==> src/rtl/dbell_pkg.sv <==
package dbell_pkg;
    typedef enum logic [0:0] {
        PORT_IDLE = 1'b0,
        PORT_RESP = 1'b1
    } port_state_e;

    typedef enum logic [1:0] {
        REG_NONE  = 2'd0,
        REG_CAUSE = 2'd1,
        REG_MASK  = 2'd2
    } reg_sel_e;

    localparam logic [3:0] CAUSE_OFS = 4'h8;
    localparam logic [3:0] MASK_OFS  = 4'hC;
endpackage

==> src/rtl/dbell_trig_decode.sv <==
module dbell_trig_decode #(
    parameter int NUM_CPUS = 4,
    parameter int DB_W     = 32,
    parameter int TGT_LSB  = 8,
    parameter logic [DB_W-1:0] GROUP_SPAN = '1
) (
    input  logic                          clk,
    input  logic                          rst_n,
    input  logic                          trig_we,
    input  logic [DB_W-1:0]               trig_wdata,
    output logic [NUM_CPUS-1:0][DB_W-1:0] set_vec
);
    localparam int NUM_W = $clog2(DB_W);

    logic [NUM_W-1:0] db_num;
    logic [DB_W-1:0]  db_onehot;
    logic [NUM_CPUS-1:0] tgt_map;

    always_comb begin
        db_num    = trig_wdata[NUM_W-1:0];
        tgt_map   = trig_wdata[TGT_LSB +: NUM_CPUS];
        db_onehot = (DB_W'(1) << db_num) & GROUP_SPAN;
    end

    for (genvar c = 0; c < NUM_CPUS; c++) begin : g_cpu
        assign set_vec[c] = (trig_we && tgt_map[c]) ? db_onehot : '0;

        // a trigger raises at most one doorbell per CPU
        a_r2_one_bit: assert property (@(posedge clk) disable iff (!rst_n)
            $onehot0(set_vec[c]));
        // numbers outside both groups reach no cause register
        a_r3_gap_ignored: assert property (@(posedge clk) disable iff (!rst_n)
            (trig_we && !GROUP_SPAN[db_num]) |-> (set_vec[c] == '0));
    end
endmodule

==> src/rtl/dbell_cpu_bank.sv <==
module dbell_cpu_bank #(
    parameter int DB_W = 32,
    parameter logic [DB_W-1:0] IPI_SPAN = '0,
    parameter logic [DB_W-1:0] MSI_SPAN = '0
) (
    input  logic            clk,
    input  logic            rst_n,
    input  logic [DB_W-1:0] set_i,
    input  logic            cause_we,
    input  logic            mask_we,
    input  logic [DB_W-1:0] wdata,
    output logic [DB_W-1:0] cause_o,
    output logic [DB_W-1:0] mask_o,
    output logic            ipi_irq_o,
    output logic            msi_irq_o
);
    logic [DB_W-1:0] cause_q, cause_d;
    logic [DB_W-1:0] mask_q;
    logic [DB_W-1:0] live;

    always_comb begin
        if (cause_we) cause_d = (cause_q & wdata) | set_i;
        else          cause_d = cause_q | set_i;
    end

    always_ff @(posedge clk) begin
        if (!rst_n) begin
            cause_q <= '0;
            mask_q  <= '0;
        end else begin
            cause_q <= cause_d;
            if (mask_we) mask_q <= wdata;
        end
    end

    always_comb begin
        live      = cause_q & mask_q;
        ipi_irq_o = |(live & IPI_SPAN);
        msi_irq_o = |(live & MSI_SPAN);
        cause_o   = cause_q;
        mask_o    = mask_q;
    end

    // a raised doorbell is pending in the next cycle, even against a clear
    a_r5_set_wins: assert property (@(posedge clk) disable iff (!rst_n)
        (set_i != '0) |=> ((cause_q & $past(set_i)) == $past(set_i)));
    // no cause bit appears without a trigger
    a_r4_no_spurious: assert property (@(posedge clk) disable iff (!rst_n)
        (set_i == '0) |=> ((cause_q & ~$past(cause_q)) == '0));
    // the mask only moves on a mask write
    a_r6_mask_hold: assert property (@(posedge clk) disable iff (!rst_n)
        !mask_we |=> $stable(mask_q));
endmodule

==> src/rtl/dbell_regport.sv <==
module dbell_regport
    import dbell_pkg::*;
#(
    parameter int NUM_CPUS = 4,
    parameter int DB_W     = 32,
    localparam int CPU_W   = (NUM_CPUS > 1) ? $clog2(NUM_CPUS) : 1
) (
    input  logic                          clk,
    input  logic                          rst_n,
    input  logic                          req_valid,
    input  logic                          req_write,
    input  logic [3:0]                    req_addr,
    input  logic [CPU_W-1:0]              req_cpu,
    input  logic [NUM_CPUS-1:0][DB_W-1:0] cause_all,
    input  logic [NUM_CPUS-1:0][DB_W-1:0] mask_all,
    output logic [NUM_CPUS-1:0]           cause_we,
    output logic [NUM_CPUS-1:0]           mask_we,
    output logic                          rd_valid,
    output logic [DB_W-1:0]               rd_data
);
    port_state_e state_q, state_d;
    reg_sel_e    sel;
    logic        rd_req;
    logic [DB_W-1:0] rd_mux;

    always_comb begin
        sel = REG_NONE;
        if (req_addr == CAUSE_OFS)     sel = REG_CAUSE;
        else if (req_addr == MASK_OFS) sel = REG_MASK;
        rd_req = req_valid && !req_write;
    end

    always_comb begin
        rd_mux = '0;
        for (int c = 0; c < NUM_CPUS; c++) begin
            cause_we[c] = req_valid && req_write && (sel == REG_CAUSE) && (req_cpu == CPU_W'(c));
            mask_we[c]  = req_valid && req_write && (sel == REG_MASK)  && (req_cpu == CPU_W'(c));
            if (req_cpu == CPU_W'(c)) begin
                if (sel == REG_CAUSE)     rd_mux = cause_all[c];
                else if (sel == REG_MASK) rd_mux = mask_all[c];
            end
        end
    end

    always_comb begin
        state_d = state_q;
        unique case (state_q)
            PORT_IDLE: if (rd_req) state_d = PORT_RESP;
            PORT_RESP: state_d = rd_req ? PORT_RESP : PORT_IDLE;
            default:   state_d = PORT_IDLE;
        endcase
    end

    always_ff @(posedge clk) begin
        if (!rst_n) state_q <= PORT_IDLE;
        else        state_q <= state_d;
    end

    always_ff @(posedge clk) begin
        if (!rst_n)      rd_data <= '0;
        else if (rd_req) rd_data <= rd_mux;
    end

    always_comb begin
        rd_valid = (state_q == PORT_RESP);
    end

    // a response only follows a read request
    a_r9_resp_after_read: assert property (@(posedge clk) disable iff (!rst_n)
        rd_valid |-> $past(req_valid && !req_write));
    // at most one bank is written per cycle
    a_r10_one_bank: assert property (@(posedge clk) disable iff (!rst_n)
        $onehot0(cause_we | mask_we));
endmodule

==> src/rtl/dbell_unit.sv <==
module dbell_unit #(
    parameter int NUM_CPUS = 4,
    parameter int DB_W     = 32,
    parameter int TGT_LSB  = 8,
    parameter int IPI_LO   = 0,
    parameter int IPI_HI   = 7,
    parameter int MSI_LO   = 16,
    parameter int MSI_HI   = 31,
    localparam int CPU_W   = (NUM_CPUS > 1) ? $clog2(NUM_CPUS) : 1
) (
    input  logic                clk,
    input  logic                rst_n,
    input  logic                trig_we,
    input  logic [DB_W-1:0]     trig_wdata,
    input  logic                reg_valid,
    input  logic                reg_write,
    input  logic [3:0]          reg_addr,
    input  logic [CPU_W-1:0]    reg_cpu,
    input  logic [DB_W-1:0]     reg_wdata,
    output logic                reg_rvalid,
    output logic [DB_W-1:0]     reg_rdata,
    output logic [NUM_CPUS-1:0] ipi_irq,
    output logic [NUM_CPUS-1:0] msi_irq
);
    function automatic logic [DB_W-1:0] span(int lo, int hi);
        logic [DB_W-1:0] v;
        for (int b = 0; b < DB_W; b++) v[b] = (b >= lo) && (b <= hi);
        return v;
    endfunction

    localparam logic [DB_W-1:0] IPI_SPAN = span(IPI_LO, IPI_HI);
    localparam logic [DB_W-1:0] MSI_SPAN = span(MSI_LO, MSI_HI);

    logic [NUM_CPUS-1:0][DB_W-1:0] set_vec;
    logic [NUM_CPUS-1:0][DB_W-1:0] cause_all;
    logic [NUM_CPUS-1:0][DB_W-1:0] mask_all;
    logic [NUM_CPUS-1:0]           cause_we;
    logic [NUM_CPUS-1:0]           mask_we;

    dbell_trig_decode #(
        .NUM_CPUS(NUM_CPUS), .DB_W(DB_W), .TGT_LSB(TGT_LSB),
        .GROUP_SPAN(IPI_SPAN | MSI_SPAN)
    ) u_decode (
        .clk(clk), .rst_n(rst_n), .trig_we(trig_we),
        .trig_wdata(trig_wdata), .set_vec(set_vec)
    );

    dbell_regport #(.NUM_CPUS(NUM_CPUS), .DB_W(DB_W)) u_port (
        .clk(clk), .rst_n(rst_n),
        .req_valid(reg_valid), .req_write(reg_write),
        .req_addr(reg_addr), .req_cpu(reg_cpu),
        .cause_all(cause_all), .mask_all(mask_all),
        .cause_we(cause_we), .mask_we(mask_we),
        .rd_valid(reg_rvalid), .rd_data(reg_rdata)
    );

    for (genvar c = 0; c < NUM_CPUS; c++) begin : g_bank
        dbell_cpu_bank #(.DB_W(DB_W), .IPI_SPAN(IPI_SPAN), .MSI_SPAN(MSI_SPAN)) u_bank (
            .clk(clk), .rst_n(rst_n),
            .set_i(set_vec[c]), .cause_we(cause_we[c]), .mask_we(mask_we[c]),
            .wdata(reg_wdata),
            .cause_o(cause_all[c]), .mask_o(mask_all[c]),
            .ipi_irq_o(ipi_irq[c]), .msi_irq_o(msi_irq[c])
        );

        // the IPI line only rises after a trigger or a register write
        a_r7_ipi_rise_cause: assert property (@(posedge clk) disable iff (!rst_n)
            $rose(ipi_irq[c]) |-> $past(trig_we || (reg_valid && reg_write)));
        // the MSI line only rises after a trigger or a register write
        a_r8_msi_rise_cause: assert property (@(posedge clk) disable iff (!rst_n)
            $rose(msi_irq[c]) |-> $past(trig_we || (reg_valid && reg_write)));
    end
endmodule

==> config.mk <==
export PLATFORM = sky130hd
export DESIGN_NAME = dbell_unit
export DESIGN_NICKNAME = d
export VERILOG_FILES = /design/src/rtl/dbell_pkg.sv /design/src/rtl/dbell_trig_decode.sv /design/src/rtl/dbell_cpu_bank.sv /design/src/rtl/dbell_regport.sv /design/src/rtl/dbell_unit.sv
export SDC_FILE = /design/constraint.sdc
export NUM_CORES = 1
export LEC_CHECK = 0
export BUFFER_PORTS_ARGS = -buffer_cell sky130_fd_sc_hd__buf_2
export CAP_MARGIN = 20
export CORE_ASPECT_RATIO = 1.2
export CORE_MARGIN = 5
export CORE_UTILIZATION = 35
export CTS_BUF_LIST = sky130_fd_sc_hd__clkbuf_8
export CTS_CLUSTER_DIAMETER = 100
export CTS_CLUSTER_SIZE = 16
export DETAILED_ROUTE_END_ITERATION = 7
export GPL_ROUTABILITY_DRIVEN = 0
export RECOVER_POWER = 50
export SETUP_SLACK_MARGIN = 0.3
export SKIP_LAST_GASP = 1
export SLEW_MARGIN = 20
export SYNTH_ARGS = -nofsm -noshare
export SYNTH_HDL_FRONTEND = slang
export SYNTH_SLANG_ARGS = --single-unit
==> constraint.sdc <==
create_clock -name clk -period 1.6 [get_ports clk]
set_input_delay 0.24 -clock clk [delete_from_list [all_inputs] [get_ports clk]]
set_output_delay 0.24 -clock clk [all_outputs]
set_load 0.01 [all_outputs]
# Word level (Yosys, flattened, before mapping)
# Cells that the tools add are included.
dict set report op_classes {
  shift 1
  eq_ne 7
  n_mux 23
  bitwise_logic 16
  reduce_logical 26
}
# cell count
set op_table {}
lappend op_table {{2-to-1 mux 32 bit} 20}
lappend op_table {{AND 32 bit} 8}
lappend op_table {{bitwise OR 32 bit} 8}
lappend op_table {{OR reduction 16 bit} 4}
lappend op_table {{OR reduction 8 bit} 4}
lappend op_table {{left shift 1 x 5 -> 32 bit (first input constant)} 1}
lappend op_table {{logical AND 1 bit} 16}
lappend op_table {{equality test 4 bit (second input constant)} 2}
lappend op_table {{equality test 2 bit (second input constant)} 3}
lappend op_table {{equality test 2 x 1 -> 1 bit (second input constant)} 2}
lappend op_table {{2-to-1 mux 2 bit} 2}
lappend op_table {{logical NOT 2 bit} 1}
lappend op_table {{logical NOT 1 bit} 1}
lappend op_table {{2-to-1 mux 1 bit} 1}
dict set report totals {
  reg_bits 289
  output_inout_bits 41
  input_bits 75
}

# Logic depth before layout (Yosys ltp)
# Gate-level depths: netlist of the first run.
dict set report logic_depth {
  word_depth 16
  depth_mapped 7
  depth_no_buf 6
}

# Hierarchy
# From an unflattened synthesis of the first run, not the netlist that was laid out.
dict set report hier_totals {
  cells_unflattened 1622
  hier_area_um2 15189.6
}
# module seq_area_each_um2 cells_each area_per_inst_um2 instances
set modules_own_cells {}
lappend modules_own_cells {dbell_cpu_bank 1281.2 252 2617.5 4}
lappend modules_own_cells {dbell_regport 660.6 436 3703.6 1}
lappend modules_own_cells {dbell_trig_decode 0.0 178 1016.0 1}

# Worst setup path before layout of the first run
# Ideal clock, no wire load.
dict set report synth_path {
  path_type {input -> register}
  from {in reg_addr[1]}
  to {reg u_port.rd_data[29]}
  stages 6
  arrival_time_ps 1461
  path_buffers 2
  slack_ps 22
  required_time_ps 1483
  path_cell_list {or4b_1 -> buf_2 -> buf_6 -> o221ai_2 -> o221ai_2 -> a22o_1}
}
dict set report synth_via {
  elab_chain_len 16
  elab_cells_between_ends 18
  cone_classes {eq/ne (4); mux (14)}
}
# element line_no
set synth_rtl {}
lappend synth_rtl {{start: declaration} dbell_unit.sv:17} ;# input logic [3:0] reg_addr,
lappend synth_rtl {{equality test 4 bit} dbell_regport.sv:29} ;# else if (req_addr == MASK_OFS) sel = REG_MASK;
lappend synth_rtl {{2-to-1 mux 2 bit} dbell_regport.sv:29}
lappend synth_rtl {{2-to-1 mux 2 bit *} dbell_regport.sv:28} ;# if (req_addr == CAUSE_OFS) sel = REG_CAUSE;
lappend synth_rtl {{equality test 2 bit} dbell_regport.sv:40} ;# else if (sel == REG_MASK) rd_mux = mask_all[c];
lappend synth_rtl {{2-to-1 mux 32 bit} dbell_regport.sv:40}
lappend synth_rtl {{2-to-1 mux 32 bit} dbell_regport.sv:39} ;# if (sel == REG_CAUSE) rd_mux = cause_all[c];
lappend synth_rtl {{2-to-1 mux 32 bit} dbell_regport.sv:38} ;# if (req_cpu == CPU_W'(c)) begin
lappend synth_rtl {{2-to-1 mux 32 bit} dbell_regport.sv:40}
lappend synth_rtl {{2-to-1 mux 32 bit} dbell_regport.sv:39}
lappend synth_rtl {{2-to-1 mux 32 bit} dbell_regport.sv:38}
lappend synth_rtl {{2-to-1 mux 32 bit} dbell_regport.sv:40}
lappend synth_rtl {{2-to-1 mux 32 bit} dbell_regport.sv:39}
lappend synth_rtl {{2-to-1 mux 32 bit} dbell_regport.sv:38}
lappend synth_rtl {{2-to-1 mux 32 bit} dbell_regport.sv:40}
lappend synth_rtl {{2-to-1 mux 32 bit} dbell_regport.sv:39}
lappend synth_rtl {{2-to-1 mux 32 bit *} dbell_regport.sv:38}
lappend synth_rtl {{end signal: assignment} dbell_regport.sv:61} ;# else if (rd_req) rd_data <= rd_mux;
lappend synth_rtl {{end: declaration} dbell_regport.sv:19} ;# output logic [DB_W-1:0] rd_data
# Every way passes the cells marked *; elsewhere a longest branch is shown, timed or not.
# A chain may end at the register's enable or synchronous reset.

# Worst setup path in the final report of the first run
dict set report layout_path {
  from {reg g_bank[1].u_bank.cause_q[29]}
  to {out msi_irq[1]}
}
dict set report layout_via {
  elab_chain_len 2
}
# element line_no
set layout_rtl {}
lappend layout_rtl {{start: declaration} dbell_cpu_bank.sv:17} ;# logic [DB_W-1:0] cause_q, cause_d;
lappend layout_rtl {{start signal: assignment} dbell_cpu_bank.sv:31} ;# cause_q <= cause_d;
lappend layout_rtl {{AND 32 bit} dbell_cpu_bank.sv:37} ;# live = cause_q & mask_q;
lappend layout_rtl {{OR reduction 16 bit} dbell_cpu_bank.sv:39} ;# msi_irq_o = |(live & MSI_SPAN);
lappend layout_rtl {{end: declaration} dbell_unit.sv:23} ;# output logic [NUM_CPUS-1:0] msi_irq
# No other way between the ends.

==> impl_metrics.json, run 1 <==
{
  "ant_nets": 0,
  "arrival_ns": 1.91,
  "worst-path-stages": 5,
  "clk_latency_ns": 0.58,
  "htreeDepth": 1,
  "layout_commonest_cell": "nand2_1",
  "cp_top_family": "compound AO/OA/AOI/OAI gates",
  "crit_chain": "a22o_1 -> a221oi_4 -> buf_4 -> nand4_1 -> buf_2",
  "skew_ns": 0.0326,
  "hpwlAfterDp_um": 36100,
  "wl_per_cell_um": 23.3,
  "grt_start_max_net_pins": 85,
  "status": "finished, violations left",
  "ys_seq_elements": 289,
  "grt_use_met2_pct": 39.0,
  "fin_nets": 1790,
  "overflow": 0,
  "placed_cell_area_um2": 15400,
  "hp-start": "reg_wdata[24]",
  "startpoint_type": "flop",
  "worst-path-buf-inv": 2,
  "powerDensity_nw_per_um2": 736,
  "fillers": 3762,
  "synth.distinct_cells": 52,
  "drt_iter0_markers": 1389,
  "hold_path.class": "in2reg",
  "ys_warn_count": 0,
  "min_period_ns": 2.15,
  "clockRootBuffer": "clkbuf_8",
  "syn_inst": 1536,
  "grt_pass1_vias": 12352,
  "relSlewSlack_pct": 56.1,
  "worstRegToRegCells": 5,
  "final_cell_count_no_fill": 2196,
  "cp_max_fo": 2,
  "finalHoldViolations": 0,
  "register_area_um2": 5910,
  "use_met1_pct": 29.6,
  "crit_type": "reg2out",
  "multi_input_area_um2": 7210,
  "die_h_um": 224,
  "cpMaxStageDelayCell": "dfxtp_2",
  "die_w_um": 188,
  "leakage_nw": 6.08,
  "synth_area_um2": 13300,
  "power.total_mw": 12.2,
  "area_growth_pct": 24.9,
  "die_area_um2": 42100,
  "r2r_start": "g_bank[1].u_bank.mask_o[28]$_SDFFE_PN0P_",
  "cp_slowest_stage_delay_ns": 0.35,
  "num_rows": 78,
  "pre_cts_slack_ns": -0.256,
  "vias": 12695,
  "io_pins": 116,
  "synth_nets": 1611,
  "syn_area_per_cell_um2": 8.67,
  "setup_slack_ns": -0.551,
  "grt_pass1_wl_um": 76800,
  "clock_path_buffers": 3,
  "synth_flop_cell": "dfxtp_1",
  "endpoint_kind": "output pin",
  "grt_use_total_pct": 23.3,
  "seq_area_frac_synth_pct": 43.5,
  "cts.sinks": 289,
  "hold_path_depth": 3,
  "cp.required_ns": 1.36,
  "async_reset_ff_share_pct": 0,
  "dp.cells": 2117,
  "final_cell_mix": "nand2_1 (389), dfxtp_1 (218), buf_4 (130)",
  "antenna_cells": 0,
  "cts_tree": "done",
  "first_pass_iters": 7,
  "synth_edf_count": 0,
  "top_usage_layer": "met2",
  "worst_pin_slew_ns": 0.659,
  "rsz0062_at_grt": "yes",
  "irDropWorstVdd_v": 0.000378,
  "vias_per_cell": 5.78,
  "port-buffer-count": 92,
  "setup_viol_count_final": 36,
  "numCtsBuffers": 22,
  "wl_um": 51100,
  "violations": "negative setup slack",
  "coreArea_um2": 37700,
  "final_max_slew_viol_count": 0,
  "layout-drive-gt1-share_pct": 26.9,
  "final_area_um2": 16600,
  "start_util_pct": 35.3,
  "drc": 0,
  "rrSetupSlack_ns": 0.17,
  "drv_cap": 0,
  "period_share_pct": 134,
  "fmax_ghz": 0.465,
  "antenna_found_initial": 0,
  "clkTransAtPathRegs_ns": 0.11,
  "finalSetupTns_ns": -4.54,
  "worstSetupStartpoint": "g_bank[1].u_bank.cause_o[29]$_SDFF_PN0_",
  "grtUsageMet3_pct": 2.49
}
==> through the flow <==
stage          utilization, %  hold WS (ns)
2_1_floorplan               -         0.375
3_3_place_gp             40.9         0.429
3_5_place_dp             40.9         0.435
4_1_cts                  44.1       0.00447
5_1_grt                  44.1        0.0109
6_report                 44.1        0.0262
==> worst min-delay path, stage by stage <==
cell	delay [ns]
buf_2	0.19
nand2_1	0.09
a21boi_1	0.05
==> where the power goes <==
part	leakage [nW]	internal [mW]	switching (mW)
clock network	0.176	1.32	2.44
logic	3.53	0.495	0.746
registers	2.37	7.20	0.0310
==> logic make-up (layout without fill, tap and decap cells) <==
| family | Yosys count | count (layout) | share of synthesized area [%] |
|---|---|---|---|
| DFF | 289 | 289 | 43.5 |
| muxes | 47 | 47 | 4.42 |
| AOI/OAI and AO/OA | 564 | 564 | 31.6 |
| buffers and inverters | 146 | 326 | 4.94 |
| and+or+nand+nor | 490 | 490 | 15.5 |
==> Yosys cell counts (3+ instances only) <==
master / number / area share [%]
mux4_2: 9 / 1.5
o21ai_1: 3 / 0.11
clkbuf_1: 90 / 2.5
a221oi_1: 24 / 1.6
a21boi_0: 50 / 2.8
nor2_1: 26 / 0.73
buf_1: 4 / 0.11
a21oi_1: 24 / 0.90
and2_1: 7 / 0.33
a21boi_1: 175 / 9.9
a22o_1: 41 / 2.7
nand4_1: 8 / 0.38
o22a_1: 3 / 0.20
o221ai_2: 16 / 1.8
buf_2: 34 / 1.3
buf_6: 4 / 0.34
or2_2: 17 / 0.80
o221ai_1: 15 / 0.99
a211oi_1: 3 / 0.17
mux2_2: 4 / 0.34
dfxtp_1: 289 / 43
o32a_1: 4 / 0.30
a21o_1: 4 / 0.23
mux2i_1: 34 / 2.6
nand2b_1: 5 / 0.23
a311oi_1: 3 / 0.20
nand2_1: 389 / 11
a22oi_1: 36 / 2.0
a31oi_1: 5 / 0.23
buf_4: 10 / 0.56
nand3_1: 10 / 0.38
inv_1: 4 / 0.11
nor2b_1: 3 / 0.14
nor3_2: 3 / 0.23
o211a_1: 32 / 2.4
o22ai_1: 25 / 1.2
o21ai_0: 96 / 3.6
nor3_1: 6 / 0.23
==> timing repair <==
item | 4_1_cts | 5_1_grt
endpoints found under the setup margin | 47 | 107
gates resized for setup | 133 | 33
endpoints found under the hold margin | 109 | 0
hold buffers | 29 | 0
setup buffers | 19 | 6
pin swaps | 26 | 18
==> sequential cells by signal, summed over array words and instances, names as in the netlist <==
| register | count |
|---|---|
| g_bank.u_bank.cause_o | 128 |
| g_bank.u_bank.mask_o | 128 |
| u_port.rd_data | 32 |
| u_port.rd_valid | 1 |
==> final cells by class <==
| class | instances | area share (%) |
|---|---|---|
| inverter | 4 | 0.0903 |
| timing repair buffer | 297 | 15.4 |
| sequential | 289 | 35.5 |
| multi-input combinational | 1101 | 43.4 |
| clock buffer | 23 | 1.90 |
| tap | 480 | 3.61 |
| clock inverter | 2 | 0.120 |
==> final timing paths <==
| check | end |
|---|---|
| setup reg to reg | u_port.rd_data[28]$_SDFFE_PN0P_ |
| hold reg to reg | g_bank[0].u_bank.cause_o[12]$_SDFFE_PN0P_ |
| hold / removal | g_bank[0].u_bank.mask_o[24]$_SDFFE_PN0P_ |
| setup / recovery | msi_irq[1] |
==> layer usage <==
metal	part of all wire, %	up-vias	wire length [um]
met4	5.9	0	3020
met3	6.4	150	3250
li1	-	5844	-
met1	40	6154	20500
met2	48	547	24300
met5	0	-	0
Note: power is estimated with default switching activity, not from simulation.
==> inputs of run 2 (changes only) <==
--- a/config.mk
+++ b/config.mk
@@ -16,6 +16,7 @@
 export DETAILED_ROUTE_END_ITERATION = 7
 export GPL_ROUTABILITY_DRIVEN = 0
 export RECOVER_POWER = 50
+export REMOVE_ABC_BUFFERS = 1
 export SETUP_SLACK_MARGIN = 0.3
 export SKIP_LAST_GASP = 1
 export SLEW_MARGIN = 20
==> run 2 against run 1 <==
The run still ends with negative setup slack left; flip-flop and latch count did not move; routed wire length rose by 0.84%; clock power rose by 2%; register-to-register slack improved by 0.06 ns; global-route usage barely moved; via count barely moved; sequential share of layout area rose by 0.40 points; utilization fell by 0.78 points; combinational power barely moved; critical endpoint is now msi_irq[0].
==> impl_metrics.json, run 2 (same netlist as run 1, synthesis figures left out) <==
{
  "vias": 12683,
  "multi_input_area_um2": 7030,
  "hold_ws_ns": 0.165,
  "first_pass_iters": 5,
  "skew_ns": 0.0263,
  "crit_type": "reg2out",
  "grt_use_total_pct": 23.3,
  "clockRootBuffer": "clkbuf_8",
  "fin_nets": 1772,
  "arrival_ns": 1.91,
  "grt_pass1_wl_um": 76500,
  "clk_latency_ns": 0.60,
  "leakage_nw": 5.98,
  "rsz0062_at_grt": "yes",
  "cp_max_fo": 2,
  "ant_nets": 0,
  "fmax_ghz": 0.465,
  "grt_start_max_net_pins": 201,
  "relSlewSlack_pct": 35.2,
  "die_w_um": 188,
  "grt_pass1_vias": 12224,
  "clockPowerShare_pct": 31.2,
  "violations": "negative setup slack",
  "numCtsBuffers": 22,
  "power.internal_mw": 9.02,
  "vias_per_cell": 5.82,
  "drv_cap": 0,
  "power.total_mw": 12.3,
  "pre_cts_slack_ns": -0.342,
  "die_h_um": 224,
  "die_area_um2": 42100,
  "overflow": 0,
  "port-buffer-count": 92,
  "fin_util_pct": 43.4,
  "switching_power_mw": 3.28,
  "setup_viol_count_final": 41,
  "start_util_pct": 35.3,
  "antenna_cells": 0,
  "clock_path_buffers": 3,
  "seqPwrFrac_pct": 58.9,
  "powerDensity_nw_per_um2": 753,
  "area_growth_pct": 22.7,
  "layout_commonest_cell": "nand2_1",
  "setup_slack_ns": -0.549,
  "clkTransAtPathRegs_ns": 0.11,
  "drc": 0,
  "irDropWorstVdd_v": 0.000480,
  "io_pins": 116,
  "coreArea_um2": 37700,
  "switching_share_pct": 26.6,
  "startpoint_type": "flop",
  "status": "finished, violations left",
  "cp.required_ns": 1.36,
  "register_area_um2": 5870,
  "min_period_ns": 2.15,
  "cts.sinks": 289,
  "endpoint_kind": "output pin",
  "num_rows": 78,
  "rrSetupSlack_ns": 0.23,
  "final_cell_mix": "nand2_1 (389), dfxtp_1 (231), a21boi_1 (136)",
  "cts_tree": "done",
  "hpwlAfterDp_um": 33000,
  "finalHoldViolations": 0,
  "fillers": 3765,
  "wl_per_cell_um": 23.7,
  "worst_pin_slew_ns": 0.973,
  "p_comb_share_pct": 9.9,
  "drt_iter0_markers": 1238,
  "period_share_pct": 134,
  "final_max_slew_viol_count": 0,
  "hold_path.class": "in2reg",
  "layout-drive-gt1-share_pct": 24.0,
  "wl_um": 51500,
  "htreeDepth": 1,
  "antenna_found_initial": 1
}
## run 2: changes by cell type in the layout (fill, tap and decap cells not counted), moves of 9 or more
cell,previous run,this run
o21ai_0,31,96
o21ai_1,68,3
buf_4,130,102
dfxtp_1,218,231
a21boi_0,100,88
a21boi_1,124,136
clkbuf_2,5,15
dfxtp_4,14,5
## run 2: repair_timing
item | CTS | global route
gates resized for setup | 104 | 30
pin swaps | 14 | 13
hold buffers | 33 | 0
setup buffers | 18 | 4
gates cloned | 1 | 2
endpoints found under the hold margin | 150 | 0
setup endpoints to repair | 45 | 66
## run 2: worst paths after layout
path,from,end,cells after the start
setup / recovery,g_bank[0].u_bank.cause_o[26]$_SDFF_PN0_,msi_irq[0],5
hold / removal,rst_n,u_port.rd_data[24]$_SDFFE_PN0P_,5
setup reg to reg,g_bank[0].u_bank.cause_o[26]$_SDFF_PN0_,u_port.rd_data[26]$_SDFFE_PN0P_,5
hold reg to reg,g_bank[0].u_bank.cause_o[11]$_SDFFE_PN0P_,g_bank[0].u_bank.cause_o[11]$_SDFFE_PN0P_,1
## run 2: critical path: stages, from the launching register on
cell and delay (ns):
dfxtp_2 0.34, a22o_1 0.27, a221oi_2 0.18, buf_4 0.16, nand4_1 0.16, buf_2 0.19
## run 2: power by group through the flow
stage               combinational [mW]  clock [mW]  sequential [mW]
floorplan                        0.380           0             7.41
global placement                  1.11           0             7.41
detailed placement                1.11           0             7.41
CTS                               1.20        3.91             7.24
global route                      1.27        4.12             7.25
finish                            1.22        3.84             7.24
## run 2: final cells by class
| class | count | area share, % |
|---|---|---|
| inverters | 4 | 0.0919 |
| well taps | 480 | 3.68 |
| flip-flops and latches | 289 | 35.9 |
| repair buffers | 279 | 15.2 |
| clock buffers | 23 | 1.94 |
| clock inverters | 2 | 0.123 |
| multi-input cells | 1101 | 43.0 |
## run 2: per-layer routing
metal | share of wire, % | routed length (um) | vias to the layer above | global-route usage (%)
li1 | - | - | 5791 | -
met1 | 42 | 21500 | 6193 | 30.6
met2 | 47 | 24000 | 580 | 38.7
met3 | 7.4 | 3810 | 119 | 3.63
met4 | 4.4 | 2250 | 0 | 9.26
met5 | 0 | 0 | - | 0
## run 2: stage by stage
stage / std cells / TNS (ns) / area, um^2
3_5_place_dp: 2095 / -48.80 / 15100
4_1_cts: 2172 / -2.71 / 16300
2_1_floorplan: 1394 / -293.55 / 12700
5_1_grt: 2178 / -18.13 / 16300
3_3_place_gp: 2095 / -44.36 / 15100
6_report: 2178 / -5.21 / 16300
==> inputs of run 3 (changes only) <==
--- a/config.mk
+++ b/config.mk
@@ -8,7 +8,6 @@
 export BUFFER_PORTS_ARGS = -buffer_cell sky130_fd_sc_hd__buf_2
 export CAP_MARGIN = 20
 export CORE_ASPECT_RATIO = 1.2
-export CORE_MARGIN = 5
 export CORE_UTILIZATION = 35
 export CTS_BUF_LIST = sky130_fd_sc_hd__clkbuf_8
 export CTS_CLUSTER_DIAMETER = 100
==> run 3 against run 2 <==
The flow still finishes with violations (negative setup slack); fmax is 0.39% lower; routed wire length is 3.5% lower; clock-buffer cell count stayed put; sequential power hardly changed; critical path depth stayed put; combinational power hardly changed; die area is 7.7% lower; clock power is 2% lower; critical path type unchanged.
==> impl_metrics.json, run 3 (same netlist as run 1, synthesis figures left out) <==
{
  "status": "finished, violations left",
  "violations": "negative setup slack",
  "layout_commonest_cell": "nand2_1",
  "crit_type": "reg2out",
  "min_period_ns": 2.16,
  "startpoint_type": "flop",
  "arrival_ns": 1.92,
  "vias_per_cell": 5.77,
  "overflow": 0,
  "skew_ns": 0.0291,
  "grt_use_total_pct": 25.1,
  "cp_max_fo": 2,
  "wl_um": 49700,
  "worst-path-stages": 5,
  "num_rows": 77,
  "coreArea_um2": 37200,
  "cpMaxStageDelayCell": "dfxtp_1",
  "final_cell_mix": "nand2_1 (388), dfxtp_1 (225), a21boi_1 (163)",
  "die_h_um": 216,
  "worst-path-buf-inv": 2,
  "fin_nets": 1793,
  "first_pass_iters": 8,
  "final_cell_count_no_fill": 2193,
  "cp.required_ns": 1.36,
  "period_share_pct": 135,
  "clkTransAtPathRegs_ns": 0.11,
  "wl_per_cell_um": 22.7,
  "worstRegToRegCells": 5,
  "endpoint_kind": "output pin",
  "clock_path_buffers": 3,
  "fillers": 3658,
  "numCtsBuffers": 22,
  "setup_slack_ns": -0.557,
  "cp_top_family": "compound AO/OA/AOI/OAI gates",
  "start_util_pct": 35.8,
  "io_pins": 116,
  "port-buffer-count": 92,
  "htreeDepth": 1,
  "irDropWorstVdd_v": 0.000410,
  "grt_pass1_vias": 12382,
  "die_w_um": 180,
  "cts.sinks": 289,
  "area_growth_pct": 23.7,
  "relSlewSlack_pct": 57.1,
  "final_area_um2": 16500,
  "placed_cell_area_um2": 15200,
  "drc": 0,
  "fmax_ghz": 0.464,
  "worst_pin_slew_ns": 0.643,
  "rsz0062_at_grt": "yes",
  "power.total_mw": 12.3,
  "cts_tree": "done",
  "drt_iter0_markers": 1186,
  "final_max_slew_viol_count": 0,
  "die_area_um2": 38800,
  "hold_path_depth": 4,
  "hold_path.class": "in2reg",
  "antenna_cells": 0,
  "fin_util_pct": 44.3,
  "crit_chain": "a22o_1 -> a221oi_2 -> buf_4 -> nand4_1 -> buf_2",
  "clk_latency_ns": 0.59,
  "cp_slowest_stage_delay_ns": 0.33,
  "antenna_found_initial": 1,
  "ant_nets": 0,
  "clockRootBuffer": "clkbuf_8",
  "leakage_nw": 6.06,
  "layout-drive-gt1-share_pct": 25.5,
  "finalSetupTns_ns": -16.78,
  "hpwlAfterDp_um": 33800,
  "powerDensity_nw_per_um2": 744,
  "vias": 12647,
  "finalHoldViolations": 0,
  "grt_pass1_wl_um": 75200,
  "setup_viol_count_final": 198,
  "drv_cap": 0,
  "rrSetupSlack_ns": 0.22,
  "grt_start_max_net_pins": 99,
  "dp.cells": 2110
}
[run 3: cell types whose count changed in the layout (fill, tap and decap cells not counted), moves of 4 or more]
cell,previous run,this run
a21boi_0,88,61
dfxtp_1,231,225
clkbuf_2,15,8
a22oi_1,27,23
a21boi_1,136,163
clkbuf_1,3,7
clkbuf_4,6,2
buf_4,102,134
a22oi_2,9,13
dfxtp_4,5,12
[run 3: metal layers]
layer / GRT usage, % / vias to the layer above / wire [um]
met2: 41.7 / 517 / 23000
met4: 11.8 / 2 / 2140
li1: - / 5823 / -
met5: 0 / - / 10
met3: 3.09 / 128 / 3510
met1: 32.6 / 6177 / 21000
[run 3: final cells by class]
cell class | instances | area (um^2) | share of cell area [%]
Sequential cell | 289 | 5900 | 35.8
Timing Repair Buffer | 300 | 2580 | 15.7
Tap cell | 474 | 593 | 3.60
Inverter | 4 | 15.0 | 0.0912
Clock inverter | 2 | 20.0 | 0.122
Clock buffer | 23 | 317 | 1.92
Multi-Input combinational cell | 1101 | 7050 | 42.8
[run 3: worst paths after layout]
| kind | start | end |
|---|---|---|
| setup / recovery | g_bank[0].u_bank.mask_o[26]$_SDFFE_PN0P_ | msi_irq[0] |
| hold / removal | reg_valid | u_port.rd_valid$_SDFF_PN0_ |
| hold reg to reg | g_bank[0].u_bank.cause_o[11]$_SDFFE_PN0P_ | g_bank[0].u_bank.cause_o[11]$_SDFFE_PN0P_ |
| setup reg to reg | g_bank[1].u_bank.mask_o[28]$_SDFFE_PN0P_ | u_port.rd_data[28]$_SDFFE_PN0P_ |
[run 3: report_power, final]
group | internal, mW | total [mW] | switching, mW | leakage [nW]
clock | 1.32 | 3.77 | 2.45 | 0.178
sequential | 7.20 | 7.23 | 0.0283 | 2.36
combinational | 0.513 | 1.25 | 0.735 | 3.52
total | 9.04 | 12.3 | 3.22 | 6.06
[run 3: repair_timing]
item | in CTS | in global routing
pin swaps | 23 | 13
hold buffers | 32 | 0
cloned | 1 | 0
gates resized for setup | 123 | 34
endpoints found under the setup margin | 66 | 98
buffers inserted | 20 | 5
hold endpoints to repair | 128 | 0
[run 3: metrics by stage]
step	hold slack, ns	setup slack [ns]
floorplan	0.375	-1.38
global placement	0.430	-0.327
detailed placement	0.438	-0.336
CTS	0.0993	-0.574
global route	0.144	-0.605
finish	0.142	-0.557
[run 3: worst reg2reg max path: stages, from the launching register on]
cell	delay, ns
dfxtp_2	0.35
mux4_2	0.48
nor2_2	0.09
a211oi_1	0.05
buf_4	0.14
a22o_1	0.17
